`src/rtl/lptim_regs.sv`:
```
module lptim_regs #(
  parameter int ADDR_W   = 4,
  parameter int DATA_W   = 32,
  parameter int CNT_W    = 16,
  parameter int SYNC_LAT = 3
) (
  input  logic              clk,
  input  logic              rst_n,
  input  logic [ADDR_W-1:0] bus_addr,
  input  logic              bus_wr,
  input  logic [DATA_W-1:0] bus_wdata,
  output logic [DATA_W-1:0] bus_rdata,
  output logic              core_enable,
  output logic              core_start,
  output logic              core_quad,
  output logic              core_ext,
  output logic [1:0]        core_edge,
  output logic [CNT_W-1:0]  core_reload,
  output logic [CNT_W-1:0]  core_match,
  input  logic [CNT_W-1:0]  core_count
);
  localparam logic [ADDR_W-1:0] A_CTRL = ADDR_W'(0);
  localparam logic [ADDR_W-1:0] A_MODE = ADDR_W'(1);
  localparam logic [ADDR_W-1:0] A_RLD  = ADDR_W'(2);
  localparam logic [ADDR_W-1:0] A_MAT  = ADDR_W'(3);
  localparam logic [ADDR_W-1:0] A_FLG  = ADDR_W'(4);
  localparam logic [ADDR_W-1:0] A_ACK  = ADDR_W'(5);
  localparam logic [ADDR_W-1:0] A_CNT  = ADDR_W'(6);

  logic [CNT_W-1:0]    rl_pend, mt_pend;
  logic [SYNC_LAT-1:0] rl_pipe, mt_pipe;
  logic [1:0]          ok_flags;

  wire wr_ctrl = bus_wr && bus_addr == A_CTRL;
  wire wr_mode = bus_wr && bus_addr == A_MODE && !core_enable;
  wire wr_rld  = bus_wr && bus_addr == A_RLD  && core_enable;
  wire wr_mat  = bus_wr && bus_addr == A_MAT  && core_enable;
  wire wr_ack  = bus_wr && bus_addr == A_ACK;

  always_ff @(posedge clk) begin
    if (!rst_n) begin
      core_enable <= 1'b0;
      core_start  <= 1'b0;
      {core_edge, core_ext, core_quad} <= 4'd0;
      core_reload <= '1;
      core_match  <= '0;
      rl_pend     <= '0;
      mt_pend     <= '0;
      rl_pipe     <= '0;
      mt_pipe     <= '0;
      ok_flags    <= 2'b00;
    end else begin
      if (wr_ctrl) begin
        core_enable <= bus_wdata[0];
        core_start  <= bus_wdata[0] & bus_wdata[1];
      end
      if (wr_mode) {core_edge, core_ext, core_quad} <= bus_wdata[3:0];
      if (wr_rld) rl_pend <= bus_wdata[CNT_W-1:0];
      if (wr_mat) mt_pend <= bus_wdata[CNT_W-1:0];
      rl_pipe <= {rl_pipe[SYNC_LAT-2:0], wr_rld};
      mt_pipe <= {mt_pipe[SYNC_LAT-2:0], wr_mat};
      if (wr_ack) ok_flags <= ok_flags & ~bus_wdata[1:0];
      if (rl_pipe[SYNC_LAT-1]) begin
        core_reload <= rl_pend;
        ok_flags[0] <= 1'b1;
      end
      if (mt_pipe[SYNC_LAT-1]) begin
        core_match  <= mt_pend;
        ok_flags[1] <= 1'b1;
      end
    end
  end

  always_comb begin
    bus_rdata = '0;
    case (bus_addr)
      A_CTRL: bus_rdata[1:0]       = {core_start, core_enable};
      A_MODE: bus_rdata[3:0]       = {core_edge, core_ext, core_quad};
      A_RLD:  bus_rdata[CNT_W-1:0] = core_reload;
      A_MAT:  bus_rdata[CNT_W-1:0] = core_match;
      A_FLG:  bus_rdata[1:0]       = ok_flags;
      A_CNT:  bus_rdata[CNT_W-1:0] = core_count;
      default: bus_rdata = '0;
    endcase
  end
endmodule


```
`config.mk`:
```
export PLATFORM = sky130hd
export DESIGN_NAME = lptim_regs
export DESIGN_NICKNAME = d
export VERILOG_FILES = /design/src/rtl/lptim_regs.sv
export SDC_FILE = /design/constraint.sdc
export NUM_CORES = 1
export LEC_CHECK = 0
export ABC_AREA = 1
export BUFFER_PORTS_ARGS = -buffer_cell sky130_fd_sc_hd__buf_4
export CORE_MARGIN = 4
export CORE_UTILIZATION = 49
export CTS_CLUSTER_SIZE = 12
export DETAILED_ROUTE_END_ITERATION = 10
export PLACE_DENSITY = 0.79
export REMOVE_ABC_BUFFERS = 1
export SETUP_SLACK_MARGIN = 0.1
export SYNTH_ARGS = -nofsm -noshare
export SYNTH_HDL_FRONTEND = slang
export SYNTH_SLANG_ARGS = --single-unit
export TNS_END_PERCENT = 30
```
`constraint.sdc`:
```
create_clock -name clk -period 1.5 [get_ports clk]
set_clock_uncertainty 0.1 [all_clocks]
set_input_delay 0.075 -clock clk [delete_from_list [all_inputs] [get_ports clk]]
set_output_delay 0.075 -clock clk [all_outputs]
set_load 0.005 [all_outputs]
```
=== Word-level counts from Yosys, hierarchy flattened ===
Cells that the tools add are included.

* Bits in registers: 78
* Input bits: 55
* Output and inout port bits: 70

* Equal/unequal tests: 6
* Bitwise logic cells: 3
* Reductions and logical operators: 12
* Multiplexer cells: 6

{| class="wikitable"
|+ Operators by type and width
! operator !! number
|-
| $pmux 12 s3 || 1
|-
| $eq 4x3->1 const B || 3
|-
| $pmux 2 s6 || 1
|-
| $eq 4x2->1 const B || 2
|-
| $logic_and 1x1->1 || 8
|-
| $pmux 2 s4 || 1
|-
| $eq 4x1->1 const B || 1
|-
| $logic_not 4->1 || 1
|-
| $reduce_bool 2->1 || 2
|-
| $and 2x2->2 || 1
|-
| $mux 1 || 2
|-
| $mux 2 || 1
|-
| $not 2->2 || 1
|-
| $and 1x1->1 || 1
|-
| $logic_not 1->1 || 1
|}

=== Depth between registers and ports, before layout ===
Gate-level depths: netlist of run 1.

* Depth in word-level cells: 4
* Mapped depth: 8

=== Least setup slack after synthesis of run 1 ===
Ideal clock, no wire load.

* Path kind: register to register
* Start: register core_enable
* End: register rl_pend[7]
* Setup slack: 0.348 ns
* Cell stages (with the launch flop): 7
* Clock period less this slack: 1.152 ns
* Arrival: 0.982 ns
* Cell sequence: dfxtp_1 > nand2_4 > clkinv_4 > buf_6 > buf_6 > nand3_1 > a21oi_1

* Longest elaborated chain between the ends: 1

{| class="wikitable"
|+ RTL lines
! item !! RTL line !! RTL
|-
| from (decl) || 13 || <nowiki>output logic core_enable,</nowiki>
|-
| from (signal assigned) || 54 || <nowiki>core_enable <= bus_wdata[0];</nowiki>
|-
| $logic_and 1x1->1 || 36 || <nowiki>wire wr_rld = bus_wr && bus_addr == A_RLD && core_enable;</nowiki>
|-
| to (signal assigned) || 58 || <nowiki>if (wr_rld) rl_pend <= bus_wdata[CNT_W-1:0];</nowiki>
|-
| to (decl) || 30 || <nowiki>logic [CNT_W-1:0] rl_pend, mt_pend;</nowiki>
|}

Every way passes these cells.
A chain may end at the register's enable or synchronous reset.

=== Final worst setup path of run 1 ===
* Start: register core_reload[1]
* End: output bus_rdata[1]

* Longest elaborated chain between the ends: 1

{| class="wikitable"
|+ RTL lines
! item !! RTL line !! RTL
|-
| from (decl) || 18 || <nowiki>output logic [CNT_W-1:0] core_reload,</nowiki>
|-
| from (signal assigned) || 64 || <nowiki>core_reload <= rl_pend;</nowiki>
|-
| $pmux 2 s6 || 76 || <nowiki>case (bus_addr)</nowiki>
|-
| to (decl) || 12 || <nowiki>output logic [DATA_W-1:0] bus_rdata,</nowiki>
|}

Every way passes these cells.

==> results.toml, run 1 <==
[outcome]
status = "finished, final reports clean"

[cts]
cts_sinks = 78
clk_latency_ps = 340
root_buffer = "clkbuf_8"
clk_pin_slew_ps = 70
cts_setup_buffers = 0
cts_tree = "done"
cts_buffers = 9
h-tree-depth = 3
cts.path.max_buffers = 2

[synth]
yosysWarnings = 0
synthCells = 474
syn_area_sq_um = 3428
ys_seq_area_share_pct = 45.55
synth-seq-cells = 78
yosysUniqueCellTypes = 27
synth_area_per_cell_sq_um = 7.233

[setup_path]
cp_max_fo = 2
worstPathRequired_ps = 1320
cp_cell_sequence = "inv_1 -> o21ai_0 -> nor2_1 -> nand2_1 -> buf_4"
r2r-start = "core_enable"
cp.arrival_ps = 1160
crit_slowest_cell = "dfxtp_1"
crit_path_end_kind = "output port"
ff2ff_setup_slack_ps = 220
worstSetupStartpointType = "flop"
critPathTopFamily = "flip-flops"
ff2ff_path_depth = 5
critPathBufInv = 2
max_stage_delay_ps = 350
reg2reg_to = "mt_pend[2]"
crit_type = "reg -> out"

[global_routing]
grt.total_usage_pct = 21.58
grt_pass1_vias = 3145
antenna_found_initial = 0
grt_pass1_wl_microns = 14700
grt_overflow = 0
grt_max_degree = 42

[pwr]
ir_drop_mv = 0.4990
switching_power_uw = 893.9
power_uw = 3705
clkPwrFrac_pct = 35.6
intPower_uw = 2811
switching_share_pct = 24.13
leakagePower_uw = 0.002071
p_per_area_nw_per_um2 = 833.6
combPwrFrac_pct = 8.4
p_seq_share_pct = 56.0

[hold_path]
whs_path_depth = 4
hold_class = "in -> reg"
min_to = "core_ext"
min_from = "bus_wr"

[cells_and_area]
area.growth.synth_to_final_pct = 29.63
n_antenna_cell = 0
drive_gt1_share_pct = 23.24
layout.cells.most_common = "nand2_1"
mostFrequentLayoutCells = "132 x nand2_1, 100 x buf_4, 77 x dfxtp_1, 60 x nand3_1, 51 x nor2_1"
nets = 632

[sta]
slew_headroom_pct = 59.66
hold_violations = 0
rsz0062_at_grt = "true"
timing.final.ws_setup_ps = 165.7
fin_crit_sh_pct = 88.95
setup_tns_ps = 0
fmax_mhz = 749.5
worst_pin_slew_ps = 604.4
period_minus_slack_ps = 1334
setup_viol = 0
drv_slew = 0

[placed_design]
dpl.hpwl_microns = 6052
io_buffer_count = 92
gp_congestion = 0.8255
preCtsSetupSlack_ps = 181.8

[route]
wl_microns = 9080
drt.antenna.violating_nets = 0
routed-via-count = 3360
wl_per_cell_microns = 13.41
drt-pass1-iter-count = 5
drt_iter0_drc = 186
viasPerCell = 4.963
route.detailed.drc = 0

[die]
chipWidth_microns = 91.65
start_util_pct = 50.46
fp-row-count = 30
coreArea_sq_um = 6794
ios = 125
die_h_microns = 91.65
fp.dieArea_sq_um = 8399

[run]
drv_cap = 0
## per-layer routing
| metal | wire length, microns | track usage (%) |
|---|---|---|
| met5 | 0 | 0 |
| met4 | 106 | 8.291 |
| met3 | 606 | 3.117 |
| met2 | 4627 | 37.92 |
| met1 | 3740 | 26.54 |
## final cells by class
type | instances | area (sq um)
Sequential cell | 78 | 1563
Clock inverter | 4 | 25.02
Timing Repair Buffer | 118 | 950.9
Multi-Input combinational cell | 337 | 1513
Fill cell | 625 | 2350
Clock buffer | 11 | 131.4
Inverter | 33 | 141.4
Tap cell | 96 | 120.1
## logic make-up (layout without fill, tap and decap cells)
kind of cell           Yosys count  count (layout)  synth area share [%]
AO/OA/AOI/OAI                   61              61                 8.978
other                            1              16                0.1094
flip-flops                      78              78                 45.55
buffers and inverters           74             166                 12.23
AND/OR/NAND/NOR                260             260                 33.14
## stage by stage
step                      util, %  area (sq um)  hold WS (ps)  instances
after floorplan                 -          3207         59.14        448
after global placement      60.61          4118         221.2        646
after detailed placement    60.61          4118         228.9        646
after CTS                   65.29          4436         24.98        677
after global routing        65.41          4444         46.07        677
final                       65.41          4444         39.23        677
## power groups by stage
| stage | Combinational, uW | Clock (uW) | Sequential, uW |
|---|---|---|---|
| final | 311 | 1320 | 2080 |
| after floorplan | 92.2 | 0 | 2120 |
| after global placement | 272 | 0 | 2120 |
| after CTS | 308 | 1330 | 2070 |
| after global routing | 340 | 1400 | 2080 |
| after detailed placement | 274 | 0 | 2120 |
## worst max path at each step
stage / cells past startpoint / endpoint / startpoint / slack, ps
global route: 5 / bus_rdata[0] / ok_flags[0] / 80
detailed placement: 5 / mt_pend[9] / core_enable / 180
finish: 5 / bus_rdata[1] / core_reload[1] / 170
global placement: 5 / mt_pend[15] / core_enable / 220
CTS: 5 / bus_rdata[0] / core_enable / 100
floorplan: 3 / core_match[0] / mt_pipe[2] / 240
## synthesized netlist by cell type
master | number | area, sq um
clkinv_8 | 1 | 16.27
inv_1 | 25 | 93.84
clkbuf_1 | 10 | 37.54
buf_1 | 1 | 3.750
nor2_1 | 51 | 191.4
inv_2 | 5 | 18.77
nand3_2 | 1 | 10.01
a21oi_1 | 35 | 175.2
buf_4 | 18 | 135.1
buf_8 | 1 | 15.01
nor2_2 | 2 | 12.51
conb_1 | 1 | 3.750
nor2_4 | 2 | 22.52
buf_6 | 5 | 56.30
o21ai_1 | 1 | 5.000
nand3_1 | 60 | 300.3
buf_2 | 6 | 30.03
clkinv_4 | 1 | 8.760
nand2_1 | 132 | 495.5
o21ai_0 | 24 | 120.1
nand2_4 | 3 | 33.78
clkinv_1 | 1 | 3.750
nand2_2 | 2 | 12.51
o211ai_1 | 1 | 7.510
nand4_1 | 6 | 37.54
dfxtp_1 | 78 | 1562
nand2_8 | 1 | 20.02
## flip-flops by register name (all words and copies together) (netlist names)
name	count
core_match	16
core_reload	16
mt_pend	16
rl_pend	16
mt_pipe	3
rl_pipe	3
core_edge	2
ok_flags	2
core_enable	1
core_ext	1
core_quad	1
core_start	1
## worst register-to-register path, delay by kind of cell (launching register included)
family | cells | cell delay (ps)
DFF | 1 | 350
and+or+nand+nor | 3 | 420
AOI/OAI and AO/OA | 1 | 130
buffers and inverters | 1 | 220
## what timing repair did
| action | in CTS | in global routing |
|---|---|---|
| gates resized for setup | 1 | 3 |
| hold endpoints to repair | 37 | 0 |
| endpoints found under the setup margin | 1 | 8 |
| pin swaps | 0 | 0 |
| hold buffers | 16 | 0 |
No activity file was read; power rests on OpenSTA's default activity.
==> inputs of run 2 (changes only) <==
--- a/config.mk
+++ b/config.mk
@@ -13,3 +13,3 @@
 export DETAILED_ROUTE_END_ITERATION = 10
-export PLACE_DENSITY = 0.79
+export PLACE_DENSITY_LB_ADDON = 0.15
 export REMOVE_ABC_BUFFERS = 1
--- a/constraint.sdc
+++ b/constraint.sdc
@@ -4,2 +4,2 @@
 set_output_delay 0.075 -clock clk [all_outputs]
-set_load 0.005 [all_outputs]
+set_load 0.05 [all_outputs]
==> run 2 against run 1 <==
  * Die area is the same
  * Worst hold slack worse by 20 ps
  * Fmax fell by 2.2%
  * Clock-buffer cell count fell by 2
  * Critical endpoint is now bus_rdata[0]
  * Via count up 0.45%
  * Global-route usage rose by 0.24 points
  * Cell count decreased by 0.15%
  * Power is 9.2% higher
  * Highest routed layer unchanged
  * Flip-flop and latch count did not move
  * Worst setup slack lost 30 ps
  * Cell area rose by 1.1%
==> results.toml, run 2 (synthesis gave the netlist of run 1 again) <==
[placed_design]
gp_congestion = 0.8225
dpl.hpwl_microns = 5859
preCtsSetupSlack_ps = 139.2
io_buffer_count = 92

[cells_and_area]
fillerInstances = 615
utilization_pct = 66.15
n_antenna_cell = 0
drive_gt1_share_pct = 24.14
regArea_sq_um = 1568
layout.cells.most_common = "nand2_1"
mostFrequentLayoutCells = "132 x nand2_1, 97 x buf_4, 75 x dfxtp_1, 60 x nand3_1, 51 x nor2_1"
area.growth.synth_to_final_pct = 31.09
nets = 631
multi_input_area_sq_um = 1520

[global_routing]
grt_pass1_vias = 3113
grt.total_usage_pct = 21.82
grt_max_degree = 42
grt_pass1_wl_microns = 14680
grt_overflow = 0
antenna_found_initial = 0

[sta]
period_minus_slack_ps = 1364
drv_slew = 0
hold_violations = 0
setup_viol = 0
slew_headroom_pct = 58.16
fin_crit_sh_pct = 90.96
rsz0062_at_grt = "true"
setup_tns_ps = 0
fmax_mhz = 732.9
worst_pin_slew_ps = 626.6
holdWs_ps = 19.49
timing.final.ws_setup_ps = 135.6

[setup_path]
ff2ff_path_depth = 5
worstPathRequired_ps = 1320
ff2ff_setup_slack_ps = 280
cp.arrival_ps = 1190
cp_cell_sequence = "inv_4 -> o21ai_2 -> inv_1 -> nand2_1 -> buf_6"
crit_path_end_kind = "output port"
crit_type = "reg -> out"
crit_slowest_cell = "dfxtp_4"
r2r-start = "core_enable"
max_stage_delay_ps = 390
reg2reg_to = "rl_pend[1]"
worstSetupStartpointType = "flop"
cp_max_fo = 6

[die]
die_h_microns = 91.65
chipWidth_microns = 91.65
start_util_pct = 50.46
fp.dieArea_sq_um = 8399
fp-row-count = 30
coreArea_sq_um = 6794
ios = 125

[cts]
cts_tree = "done"
cts.path.max_buffers = 2
clk_latency_ps = 340
cts_sinks = 78
clk_pin_slew_ps = 80
cts_buffers = 9
h-tree-depth = 3
root_buffer = "clkbuf_8"

[hold_path]
min_from = "bus_wr"
whs_path_depth = 5
min_to = "core_enable"
hold_class = "in -> reg"

[route]
wl_per_cell_microns = 13.15
drt-pass1-iter-count = 5
wl_microns = 8891
drt_iter0_drc = 152
viasPerCell = 4.993
drt.antenna.violating_nets = 0
routed-via-count = 3375
route.detailed.drc = 0

[pwr]
ir_drop_mv = 0.5882
leakagePower_uw = 0.002097
power_uw = 4045
p_per_area_nw_per_um2 = 900.0

[outcome]
status = "finished, final reports clean"

[run]
drv_cap = 0
[run 2: changes by cell type in the layout (fill, tap and decap cells not counted), sizes merged]
| cell | change |
|---|---|
| clkbuf | -2 |
| clkinv | +1 |
| buf | -1 |
| inv | +2 |
| bufinv | +1 |
| clkinvlp | -2 |
[run 2: what timing repair did]
item / in CTS / in global routing
buffers inserted: 0 / 0
hold buffers: 16 / 0
pin swaps: 1 / 1
endpoints found under the hold margin: 37 / 0
endpoints found under the setup margin: 2 / 23
resized for setup: 7 / 9
[run 2: stage by stage]
| step | instance area (sq um) | cells |
|---|---|---|
| after floorplan | 3207 | 448 |
| after global placement | 4110 | 645 |
| after detailed placement | 4110 | 645 |
| after CTS | 4471 | 676 |
| after global routing | 4494 | 676 |
| final | 4494 | 676 |
[run 2: where the power goes]
| group | switching (uW) | internal, uW |
|---|---|---|
| logic | 307 | 152 |
| clock network | 753 | 759 |
| registers | 2.94 | 2070 |
| total | 1060 | 2980 |
[run 2: final cells by class]
cell class | count | area share, %
repair buffers | 117 | 21.16
flip-flops and latches | 78 | 34.88
well taps | 96 | 2.673
multi-input cells | 337 | 33.83
clock buffers | 9 | 2.756
inverters | 33 | 3.313
clock inverters | 6 | 1.392
[run 2: layer usage]
metal	share of wire, %	vias to the layer above	routed length, microns	track usage (%)
met5	0	-	0	0
met4	1.3	0	112	8.291
met1	43	1571	3796	27.00
met2	49	110	4390	37.61
li1	-	1685	-	-
met3	6.7	9	592	3.938
[run 2: how the worst max path moves through the flow]
stage / startpoint / end / slack, ps / cells past startpoint
6_report: core_enable / bus_rdata[0] / 140 / 5
3_5_place_dp: core_enable / mt_pend[6] / 140 / 5
3_3_place_gp: core_enable / mt_pend[12] / 170 / 5
2_1_floorplan: core_enable / bus_rdata[0] / -140 / 4
4_1_cts: core_reload[1] / bus_rdata[1] / 100 / 5
5_1_grt: core_reload[1] / bus_rdata[1] / 80 / 5
[run 2: critical path: cells and delay by family (launching register included)]
| family | cells | cell delay, ps |
|---|---|---|
| flip-flops | 1 | 390 |
| buffers and inverters | 3 | 270 |
| AND/OR/NAND/NOR | 1 | 70 |
| AO/OA/AOI/OAI | 1 | 110 |
==> inputs of run 3 (changes only) <==
- CORE_UTILIZATION: 49 -> 44
- clock period: 1.5 -> 1.1 ns (I/O delays scaled with it)
==> run 3 against run 2 <==
  * The run now ends with setup timing left
  * Sequential share of layout area down 6.4 points
  * Worst setup slack worse by 350 ps
  * Sequential power up 37%
  * Flip-flop and latch count unchanged
  * Via count up 10%
  * Core utilization up 10 points
  * Clock power up 30%
  * Critical path type unchanged
  * Clock-buffer cell count up 2
  * Cell area up 26%
  * First-iteration DRC count down 15%
  * Cell count up 8.7%
  * Power up 38%
==> results.toml, run 3 (synthesis gave the netlist of run 1 again) <==
[setup_path]
worstPathRequired_ps = 940
worstSetupStartpointType = "flop"
crit_type = "reg -> out"
cp_max_fo = 2
cp.arrival_ps = 1160
crit_path_end_kind = "output port"

[route]
wl_per_cell_microns = 15.18
viasPerCell = 5.072
route.detailed.drc = 0
drt.antenna.violating_nets = 0
wl_microns = 11150
routed-wl-met3_microns = 808
met1Wirelength_microns = 4311
routed.top_layer = "met4"
drt-pass1-iter-count = 4
drt_iter0_drc = 129
routed-wl-met2_microns = 5804
routed-via-count = 3728

[run]
drv_cap = 0

[cts]
cts_buffers = 9
cts_sinks = 78
clk_latency_ps = 350
cts.path.max_buffers = 2
cts_tree = "done"
h-tree-depth = 3
root_buffer = "clkbuf_8"
clk_pin_slew_ps = 80

[outcome]
status = "finished, violations left"
violations = "setup timing"

[cells_and_area]
layout.cells.most_common = "nand2_1"
regArea_sq_um = 1613
area.growth.synth_to_final_pct = 65.04
final_cell_area_sq_um = 5658
n_antenna_cell = 0
drive_gt1_share_pct = 47.96
mostFrequentLayoutCells = "103 x nand2_1, 92 x buf_4, 47 x nor2_1, 44 x nand3_1, 41 x dfxtp_2"
nets = 686
utilization_pct = 76.37
fillerInstances = 496
multi_input_area_sq_um = 1862

[die]
coreArea_sq_um = 7408
start_util_pct = 46.28
fp-row-count = 31
ios = 125
die_h_microns = 96.27
fp.dieArea_sq_um = 9268
chipWidth_microns = 96.27

[sta]
fmax_mhz = 762.7
timing.final.ws_setup_ps = -211.2
hold_violations = 0
period_minus_slack_ps = 1311
holdWs_ps = 15.29
rsz0062_at_grt = "true"
setup_viol = 63
drv_slew = 0
fin_crit_sh_pct = 119.2

[pwr]
p_per_area_nw_per_um2 = 986.6
ir_drop_mv = 0.5699
power_uw = 5582
leakagePower_uw = 0.002558

[placed_design]
dpl.hpwl_microns = 6485
io_buffer_count = 92
gp_congestion = 0.8765
preCtsSetupSlack_ps = -112.5
place_area_sq_um = 4347

[global_routing]
antenna_found_initial = 0
grt_overflow = 0
grt_pass1_wl_microns = 17070
grt_max_degree = 27
grt_pass1_vias = 3532
grt.total_usage_pct = 23.95

[hold_path]
hold_class = "in -> reg"
## run 3: worst paths after layout
check	from	end	slack [ps]	cells after the start
max	core_enable	bus_rdata[0]	-210	5
min	rst_n	core_reload[10]	20	3
max reg2reg	core_enable	rl_pend[9]	-180	6
min reg2reg	mt_pipe[0]	mt_pipe[1]	320	2
## run 3: layer usage
layer,vias to the layer above,GRT usage (%)
met5,-,0
met4,0,8.886
met3,22,3.518
met2,148,42.04
met1,1750,29.47
li1,1808,-
## run 3: through the flow
step,TNS (ps),std cells
2_1_floorplan,-20400,448
4_1_cts,-4309,731
3_5_place_dp,-4053,669
5_1_grt,-7807,735
3_3_place_gp,-2326,669
6_report,-5344,735
## run 3: layout make-up
class                   count  area share, %
well taps                  99          2.189
flip-flops and latches     78          28.51
repair inverters            1         0.2875
repair buffers            167          30.23
multi-input cells         341          32.91
inverters                  33          2.786
clock inverters             5         0.5971
clock buffers              11          2.499
## run 3: report_power, final
part	internal [uW]	leakage (uW)	switching, uW
clock	882	0.0000857	1080
sequential	2820	0.000634	3.28
combinational	305	0.00184	487
## run 3: critical path, stage by stage (launching register included)
cell and delay (ps):
dfxtp_2 340, inv_2 50, o21ai_2 140, inv_1 60, nand2_1 70, buf_6 160
## run 3: what timing repair did
item	in CTS	in global routing
gates cloned	7	0
endpoints found under the setup margin	92	114
pin swaps	35	21
gates resized for setup	115	80
setup buffers	23	4
hold buffers	16	0
hold endpoints to repair	38	0
